[src/rtl/dtmr_pkg.sv]
// Shared types and register offsets for the dual countdown timer.
// Assumes a word-addressed bus with a 4-bit address.
package dtmr_pkg;

    // Operation code held in control bits [1:0]
    typedef enum logic [1:0] {
        OP_LOAD = 2'd0,
        OP_HOLD = 2'd1,
        OP_RUN  = 2'd2,
        OP_BAD  = 2'd3
    } tmr_op_e;

    // Stored control word: source code above operation
    typedef struct packed {
        logic [2:0] src;
        tmr_op_e    op;
    } tmr_ctrl_t;

    localparam int CTRL_W     = 5;
    localparam int SRC_BASE   = 4;   // first code that names a tick input
    localparam int TMR_STRIDE = 4;   // word spacing of the two timer groups

    // Offsets inside a timer group
    localparam logic [3:0] OFS_DIV  = 4'h0;
    localparam logic [3:0] OFS_CTRL = 4'h1;
    localparam logic [3:0] OFS_CNT  = 4'h2;

    // Interrupt unit addresses
    localparam logic [3:0] ADR_MASK   = 4'h8;
    localparam logic [3:0] ADR_ACK    = 4'h9;
    localparam logic [3:0] ADR_RAW    = 4'hA;
    localparam logic [3:0] ADR_MASKED = 4'hB;

endpackage

[src/rtl/dtmr_counter.sv]
// One down-counter with divisor, control word and tick-source selection.
// Assumes at most one of div_wr / ctrl_wr per cycle (single write port).
// A control write with operation code 3 is dropped whole.
module dtmr_counter
    import dtmr_pkg::*;
#(
    parameter int CNT_W    = 32,
    parameter int NUM_TICK = 4
) (
    input  logic                 clk,
    input  logic                 rst_n,
    input  logic                 div_wr,
    input  logic                 ctrl_wr,
    input  logic [CNT_W-1:0]     wdata,
    input  logic [NUM_TICK-1:0]  tick_en,
    output logic [CNT_W-1:0]     count_q,
    output logic [CNT_W-1:0]     div_q,
    output logic [CTRL_W-1:0]    ctrl_rd,
    output logic                 hit
);

    tmr_ctrl_t          ctrl_q;
    tmr_ctrl_t          ctrl_new;
    logic               ctrl_take;
    logic               tick_sel;
    logic               running;
    logic               at_zero;

    assign ctrl_new  = tmr_ctrl_t'(wdata[CTRL_W-1:0]);
    assign ctrl_take = ctrl_wr && (ctrl_new.op != OP_BAD);
    assign running   = (ctrl_q.op == OP_RUN);
    assign at_zero   = (count_q == '0);
    assign ctrl_rd   = ctrl_q;

    // Map source code to a tick input; codes below SRC_BASE select nothing
    always_comb begin
        tick_sel = 1'b0;
        for (int i = 0; i < NUM_TICK; i++) begin
            if (ctrl_q.src == 3'(SRC_BASE + i))
                tick_sel = tick_en[i];
        end
    end

    // Expiry strobe: running, at zero, ticked, and no control write pending
    assign hit = running && tick_sel && at_zero && !ctrl_take;

    // Divisor storage
    always_ff @(posedge clk) begin
        if (!rst_n)
            div_q <= '0;
        else if (div_wr)
            div_q <= wdata;
    end

    // Control word storage
    always_ff @(posedge clk) begin
        if (!rst_n)
            ctrl_q <= '0;
        else if (ctrl_take)
            ctrl_q <= ctrl_new;
    end

    // Count: load on control write, else decrement or reload on a tick
    always_ff @(posedge clk) begin
        if (!rst_n) begin
            count_q <= '0;
        end else if (ctrl_take) begin
            if (ctrl_new.op == OP_LOAD)
                count_q <= div_q;
        end else if (running && tick_sel) begin
            if (at_zero)
                count_q <= div_q;
            else
                count_q <= count_q - 1'b1;
        end
    end

endmodule

[src/rtl/dtmr_irq.sv]
// Raw status, mask and acknowledge logic with one level interrupt.
// Assumes hit strobes last one cycle; a set beats a same-cycle acknowledge.
module dtmr_irq #(
    parameter int NUM_TMR = 2
) (
    input  logic               clk,
    input  logic               rst_n,
    input  logic [NUM_TMR-1:0] hit,
    input  logic               mask_wr,
    input  logic               ack_wr,
    input  logic [NUM_TMR-1:0] wbits,
    output logic [NUM_TMR-1:0] raw_q,
    output logic [NUM_TMR-1:0] mask_q,
    output logic [NUM_TMR-1:0] masked,
    output logic               irq_o
);

    logic [NUM_TMR-1:0] clr_bits;

    assign clr_bits = ack_wr ? wbits : '0;

    // Raw status: clear acknowledged bits, then OR in new expiries
    always_ff @(posedge clk) begin
        if (!rst_n)
            raw_q <= '0;
        else
            raw_q <= (raw_q & ~clr_bits) | hit;
    end

    // Mask register
    always_ff @(posedge clk) begin
        if (!rst_n)
            mask_q <= '0;
        else if (mask_wr)
            mask_q <= wbits;
    end

    // Masked status and interrupt level
    assign masked = raw_q & mask_q;
    assign irq_o  = |masked;

endmodule

[src/rtl/dtmr_regdec.sv]
// Address decode for writes and read-data multiplexing.
// Assumes timer groups at multiples of TMR_STRIDE; unmapped reads give zero.
module dtmr_regdec
    import dtmr_pkg::*;
#(
    parameter int DATA_W  = 32,
    parameter int ADDR_W  = 4,
    parameter int NUM_TMR = 2
) (
    input  logic                            wr_en,
    input  logic [ADDR_W-1:0]               wr_addr,
    input  logic [ADDR_W-1:0]               rd_addr,
    input  logic [NUM_TMR-1:0][DATA_W-1:0]  cnt,
    input  logic [NUM_TMR-1:0][DATA_W-1:0]  div,
    input  logic [NUM_TMR-1:0][CTRL_W-1:0]  ctrl,
    input  logic [NUM_TMR-1:0]              raw,
    input  logic [NUM_TMR-1:0]              mask,
    input  logic [NUM_TMR-1:0]              masked,
    output logic [NUM_TMR-1:0]              div_wr,
    output logic [NUM_TMR-1:0]              ctrl_wr,
    output logic                            mask_wr,
    output logic                            ack_wr,
    output logic [DATA_W-1:0]               rd_data
);

    // Per-timer write strobes
    for (genvar t = 0; t < NUM_TMR; t++) begin : g_wdec
        localparam logic [ADDR_W-1:0] BASE = ADDR_W'(t * TMR_STRIDE);
        assign div_wr[t]  = wr_en && (wr_addr == BASE + ADDR_W'(OFS_DIV));
        assign ctrl_wr[t] = wr_en && (wr_addr == BASE + ADDR_W'(OFS_CTRL));
    end

    // Interrupt-unit write strobes
    assign mask_wr = wr_en && (wr_addr == ADDR_W'(ADR_MASK));
    assign ack_wr  = wr_en && (wr_addr == ADDR_W'(ADR_ACK));

    // Read multiplexer; acknowledge and unmapped addresses return zero
    always_comb begin
        rd_data = '0;
        for (int t = 0; t < NUM_TMR; t++) begin
            if (rd_addr == ADDR_W'(t * TMR_STRIDE) + ADDR_W'(OFS_DIV))
                rd_data = div[t];
            if (rd_addr == ADDR_W'(t * TMR_STRIDE) + ADDR_W'(OFS_CTRL))
                rd_data = DATA_W'(ctrl[t]);
            if (rd_addr == ADDR_W'(t * TMR_STRIDE) + ADDR_W'(OFS_CNT))
                rd_data = cnt[t];
        end
        if (rd_addr == ADDR_W'(ADR_MASK))
            rd_data = DATA_W'(mask);
        if (rd_addr == ADDR_W'(ADR_RAW))
            rd_data = DATA_W'(raw);
        if (rd_addr == ADDR_W'(ADR_MASKED))
            rd_data = DATA_W'(masked);
    end

endmodule

[src/rtl/dual_tick_timer.sv]
// Top: two countdown timers, register decode and interrupt unit.
// Assumes tick_en inputs are single-cycle enables synchronous to clk.
module dual_tick_timer
    import dtmr_pkg::*;
#(
    parameter int DATA_W   = 32,
    parameter int ADDR_W   = 4,
    parameter int NUM_TICK = 4
) (
    input  logic                clk,
    input  logic                rst_n,
    input  logic                wr_en,
    input  logic [ADDR_W-1:0]   wr_addr,
    input  logic [DATA_W-1:0]   wr_data,
    input  logic [ADDR_W-1:0]   rd_addr,
    output logic [DATA_W-1:0]   rd_data,
    input  logic [NUM_TICK-1:0] tick_en,
    output logic                irq_o
);

    localparam int NUM_TMR = 2;

    logic [NUM_TMR-1:0][DATA_W-1:0] cnt_arr;
    logic [NUM_TMR-1:0][DATA_W-1:0] div_arr;
    logic [NUM_TMR-1:0][CTRL_W-1:0] ctrl_arr;
    logic [NUM_TMR-1:0]             div_wr;
    logic [NUM_TMR-1:0]             ctrl_wr;
    logic [NUM_TMR-1:0]             hit_vec;
    logic [NUM_TMR-1:0]             raw_q;
    logic [NUM_TMR-1:0]             mask_q;
    logic [NUM_TMR-1:0]             masked;
    logic                           mask_wr;
    logic                           ack_wr;

    // Address decode and read path
    dtmr_regdec #(
        .DATA_W (DATA_W),
        .ADDR_W (ADDR_W),
        .NUM_TMR(NUM_TMR)
    ) u_dec (
        .wr_en  (wr_en),
        .wr_addr(wr_addr),
        .rd_addr(rd_addr),
        .cnt    (cnt_arr),
        .div    (div_arr),
        .ctrl   (ctrl_arr),
        .raw    (raw_q),
        .mask   (mask_q),
        .masked (masked),
        .div_wr (div_wr),
        .ctrl_wr(ctrl_wr),
        .mask_wr(mask_wr),
        .ack_wr (ack_wr),
        .rd_data(rd_data)
    );

    // The two timers
    for (genvar t = 0; t < NUM_TMR; t++) begin : g_tmr
        dtmr_counter #(
            .CNT_W   (DATA_W),
            .NUM_TICK(NUM_TICK)
        ) u_cnt (
            .clk    (clk),
            .rst_n  (rst_n),
            .div_wr (div_wr[t]),
            .ctrl_wr(ctrl_wr[t]),
            .wdata  (wr_data),
            .tick_en(tick_en),
            .count_q(cnt_arr[t]),
            .div_q  (div_arr[t]),
            .ctrl_rd(ctrl_arr[t]),
            .hit    (hit_vec[t])
        );
    end

    // Status, mask and interrupt
    dtmr_irq #(
        .NUM_TMR(NUM_TMR)
    ) u_irq (
        .clk    (clk),
        .rst_n  (rst_n),
        .hit    (hit_vec),
        .mask_wr(mask_wr),
        .ack_wr (ack_wr),
        .wbits  (wr_data[NUM_TMR-1:0]),
        .raw_q  (raw_q),
        .mask_q (mask_q),
        .masked (masked),
        .irq_o  (irq_o)
    );

endmodule

[config.mk]
export PLATFORM = sky130hd
export DESIGN_NAME = dual_tick_timer
export DESIGN_NICKNAME = d
export VERILOG_FILES = /design/src/rtl/dtmr_pkg.sv /design/src/rtl/dtmr_counter.sv /design/src/rtl/dtmr_irq.sv /design/src/rtl/dtmr_regdec.sv /design/src/rtl/dual_tick_timer.sv
export SDC_FILE = /design/constraint.sdc
export NUM_CORES = 1
export LEC_CHECK = 0
export BUFFER_PORTS_ARGS = -buffer_cell sky130_fd_sc_hd__buf_2
export CORE_AREA = 5 5 133 135
export CTS_BUF_LIST = sky130_fd_sc_hd__clkbuf_4
export CTS_CLUSTER_SIZE = 28
export DETAILED_ROUTE_END_ITERATION = 8
export DIE_AREA = 0 0 138 140
export PLACE_DENSITY = 0.73
export SLEW_MARGIN = 20
export SYNTH_ARGS = -nofsm -noshare
export SYNTH_HDL_FRONTEND = slang
export SYNTH_HIERARCHICAL = 1
export SYNTH_SLANG_ARGS = --single-unit
export TNS_END_PERCENT = 100
[constraint.sdc]
create_clock -name clk -period 3.6 [get_ports clk]
set_clock_uncertainty 0.05 [all_clocks]
set_input_delay 0.18 -clock clk [delete_from_list [all_inputs] [get_ports clk]]
set_output_delay 0.18 -clock clk [all_outputs]
set_load 0.01 [all_outputs]
==> run summary <==
Result of the run - complete, no violations
Post-route antenna net violation count - 0
P per Cell Area - 367 nW/um^2
Clock slew at the register clock pins of the worst setup and hold paths - 0.13 ns
CTS resizes - 0
Io pins - 80
Area of the die - 19300 um^2
Critical-path maximum fanout - 15
Maximum buffer depth of the clock tree - 2
Starting density of the core - 0.535
Worst ir drop on vdd - 231 uV
Pre-CTS setup slack - 0.678 ns
Share of the synthesized area in the top cell type - 0.325
Vias post-DR - 8814
Number of detailed-route iterations in the first pass - 6
Remaining global-route overflow - 0
Path type of the worst min-delay path - primary input to register
Number of maximum-capacitance violations - 0
Fmax - 0.339 GHz
Remaining DRCs - 0
Number of register bits inferred by synthesis - 142
Sink count of the clock tree - 142
Fraction of final layout cells sized beyond drive strength 1 - 0.175
Wire per inst - 21.6 um
Hold-fix buffers, CTS - 38
Routed vias/inst - 6.61
Worst rel slew slack - 0.244
Port Buffer Count - 79
Arrival time worst endpoint - 3.39 ns
Commonest non-fill, non-tap cells in the layout - dfxtp_1 (142), nor2_1 (134), mux2i_1 (120)
Post-CTS repair timing setup buffer count - 0
Overall routing resource usage - 0.282
Clock latency on the worst-skew pair - 0.57 ns
Post-Synthesis Net Count - 1071
Global-route wire length before repair - 44400 um
Category of the critical setup timing path - register to register
Worst setup SP type - register
Total wirelength of the detailed-routed design - 28800 um
Post-layout nets - 1150
Via count of the first global-routing pass - 7962
Detailed Place HPWL - 19800 um
Critical path required time - 4.04 ns
RSZ-0062 raised after global routing - no
Commonest non-fill, non-tap cell in the layout - dfxtp_1
Final hold violation count - 0
Post-Syn Area per Cell - 8.57 um^2
Capturing element type of the critical path - register
Number of CTS-inserted buffers - 17
Final worst path period share - 0.820
Summed negative setup slack over all endpoints - 0 ns
Number of placement rows - 47
Top cells by area, synth - dfxtp_1 (33%), mux2i_1 (14%), nor2_1 (5.8%)
Synth cell types - 89
Most used DFF post-synth - dfxtp_1
Die H - 140 um
Antenna violations before repair - 1
Share of flip-flops with an asynchronous set or reset after synthesis - 0
Post-synth top area cell - dfxtp_1
Placeable core area - 16300 um^2
Final Slew Violations - 0
Global placer's final weighted congestion - 0.957
Static Leak - 3.74 nW
Combined area of all synthesized cells - 8740 um^2
Growth of design area from synthesis to finish - 12.1%
Min Clock Period, post-route - 2.95 ns
Clock tree from TritonCTS - built
Drt first-iter violations - 1465
Endpoints failing setup - 0
Clock root buffer - clkbuf_4
Worst Max-Slew Pin Slew - 1.13 ns
Floorplan die width - 138 um
Clock H-tree levels - 4
Maximum number of pins on one net before global-route repair - 45
Worst-case setup margin in the final layout - 0.648 ns
Synthesis warning total - 6
Synthesized instance count - 1020
Count of flip-flops with a built-in enable after synthesis - 0
Sequential fraction of the synthesis area - 0.325
[routing by layer]
metal  track usage  wire length [um]  vias up
met5             0                 0        -
met3        0.0423              2610       76
met2         0.439             13000      493
met1         0.402             12300     4201
li1              -                 -     4044
met4        0.0941               830        0
[cell type report]
cell class | instances | area, um^2
sequential | 142 | 2840
clock inverter | 13 | 124
fill | 1489 | 6550
inverter | 16 | 60.1
tap | 220 | 275
timing repair buffer | 143 | 971
multi-input combinational | 779 | 5380
clock buffer | 19 | 143
antenna | 2 | 5.00
[cells by family (layout without fill, tap and decap cells)]
kind of cell,Yosys count,count (layout),synth area share
and+or+nand+nor,433,433,0.272
AOI/OAI and AO/OA,213,213,0.183
DFF,142,142,0.325
muxes,128,128,0.151
buffers and inverters,99,191,0.0627
adders and majority gates,4,4,0.00573
xor gates and xnor gates,1,1,0.00100
other,0,2,0
[state kept, by name (all words and copies together) (netlist names)]
signal and cells:
g_tmr.u_cnt/div_q 64, g_tmr.u_cnt/count_q 64, g_tmr.u_cnt/ctrl_rd 10, u_irq/raw_q 2, u_irq/mask_q 2
[critical path, cell delays in order (launching register included)]
cell and delay (ns):
dfxtp_1 0.39, or4_1 0.65, or4_4 0.62, o31a_1 0.54, mux2_1 0.40, a32o_1 0.20
[power by group]
group          switching [mW]  internal [mW]  total (mW)
logic                   0.597          0.361       0.958
clock network           0.604          0.416        1.02
registers              0.0243           1.59        1.62
total                    1.23           2.37        3.59
[stage by stage]
stage | utilization | hold slack [ns] | cell area [um^2] | total power [mW] | cells
floorplan | - | 0.230 | 8740 | 2.36 | 1020
global placement | 0.559 | 0.398 | 9140 | 2.53 | 1262
detailed placement | 0.559 | 0.408 | 9140 | 2.54 | 1262
CTS | 0.599 | 0.336 | 9790 | 3.57 | 1332
global route | 0.599 | 0.382 | 9800 | 3.73 | 1334
finish | 0.599 | 0.355 | 9800 | 3.59 | 1334
[worst paths after layout]
kind | startpoint | to | slack [ns] | depth (start not counted)
setup / recovery | g_tmr[0].u_cnt/count_q[20]$_SDFFE_PN0P_ | g_tmr[0].u_cnt/count_q[11]$_SDFFE_PN0P_ | 0.65 | 5
hold / removal | wr_data[25] | g_tmr[1].u_cnt/div_q[25]$_SDFFE_PN0P_ | 0.36 | 4
setup reg to reg | g_tmr[0].u_cnt/count_q[20]$_SDFFE_PN0P_ | g_tmr[0].u_cnt/count_q[11]$_SDFFE_PN0P_ | 0.65 | 5
hold reg to reg | g_tmr[0].u_cnt/ctrl_rd[4]$_SDFFE_PN0P_ | g_tmr[0].u_cnt/ctrl_rd[4]$_SDFFE_PN0P_ | 0.44 | 2
[cells in the mapped netlist, types with 12 or more instances]
library cell	instances
a21oi_1	36
a221o_1	13
a221o_2	15
buf_1	12
buf_2	15
buf_6	14
clkbuf_1	33
dfxtp_1	142
inv_1	15
mux2i_1	120
nand2_1	60
nand3_1	31
nand4_1	22
nor2_1	135
nor3_1	44
nor4_1	27
o21ai_0	24
o22ai_1	17
or3_1	15
or4_1	18
Note: power is estimated with default switching activity, not from simulation.
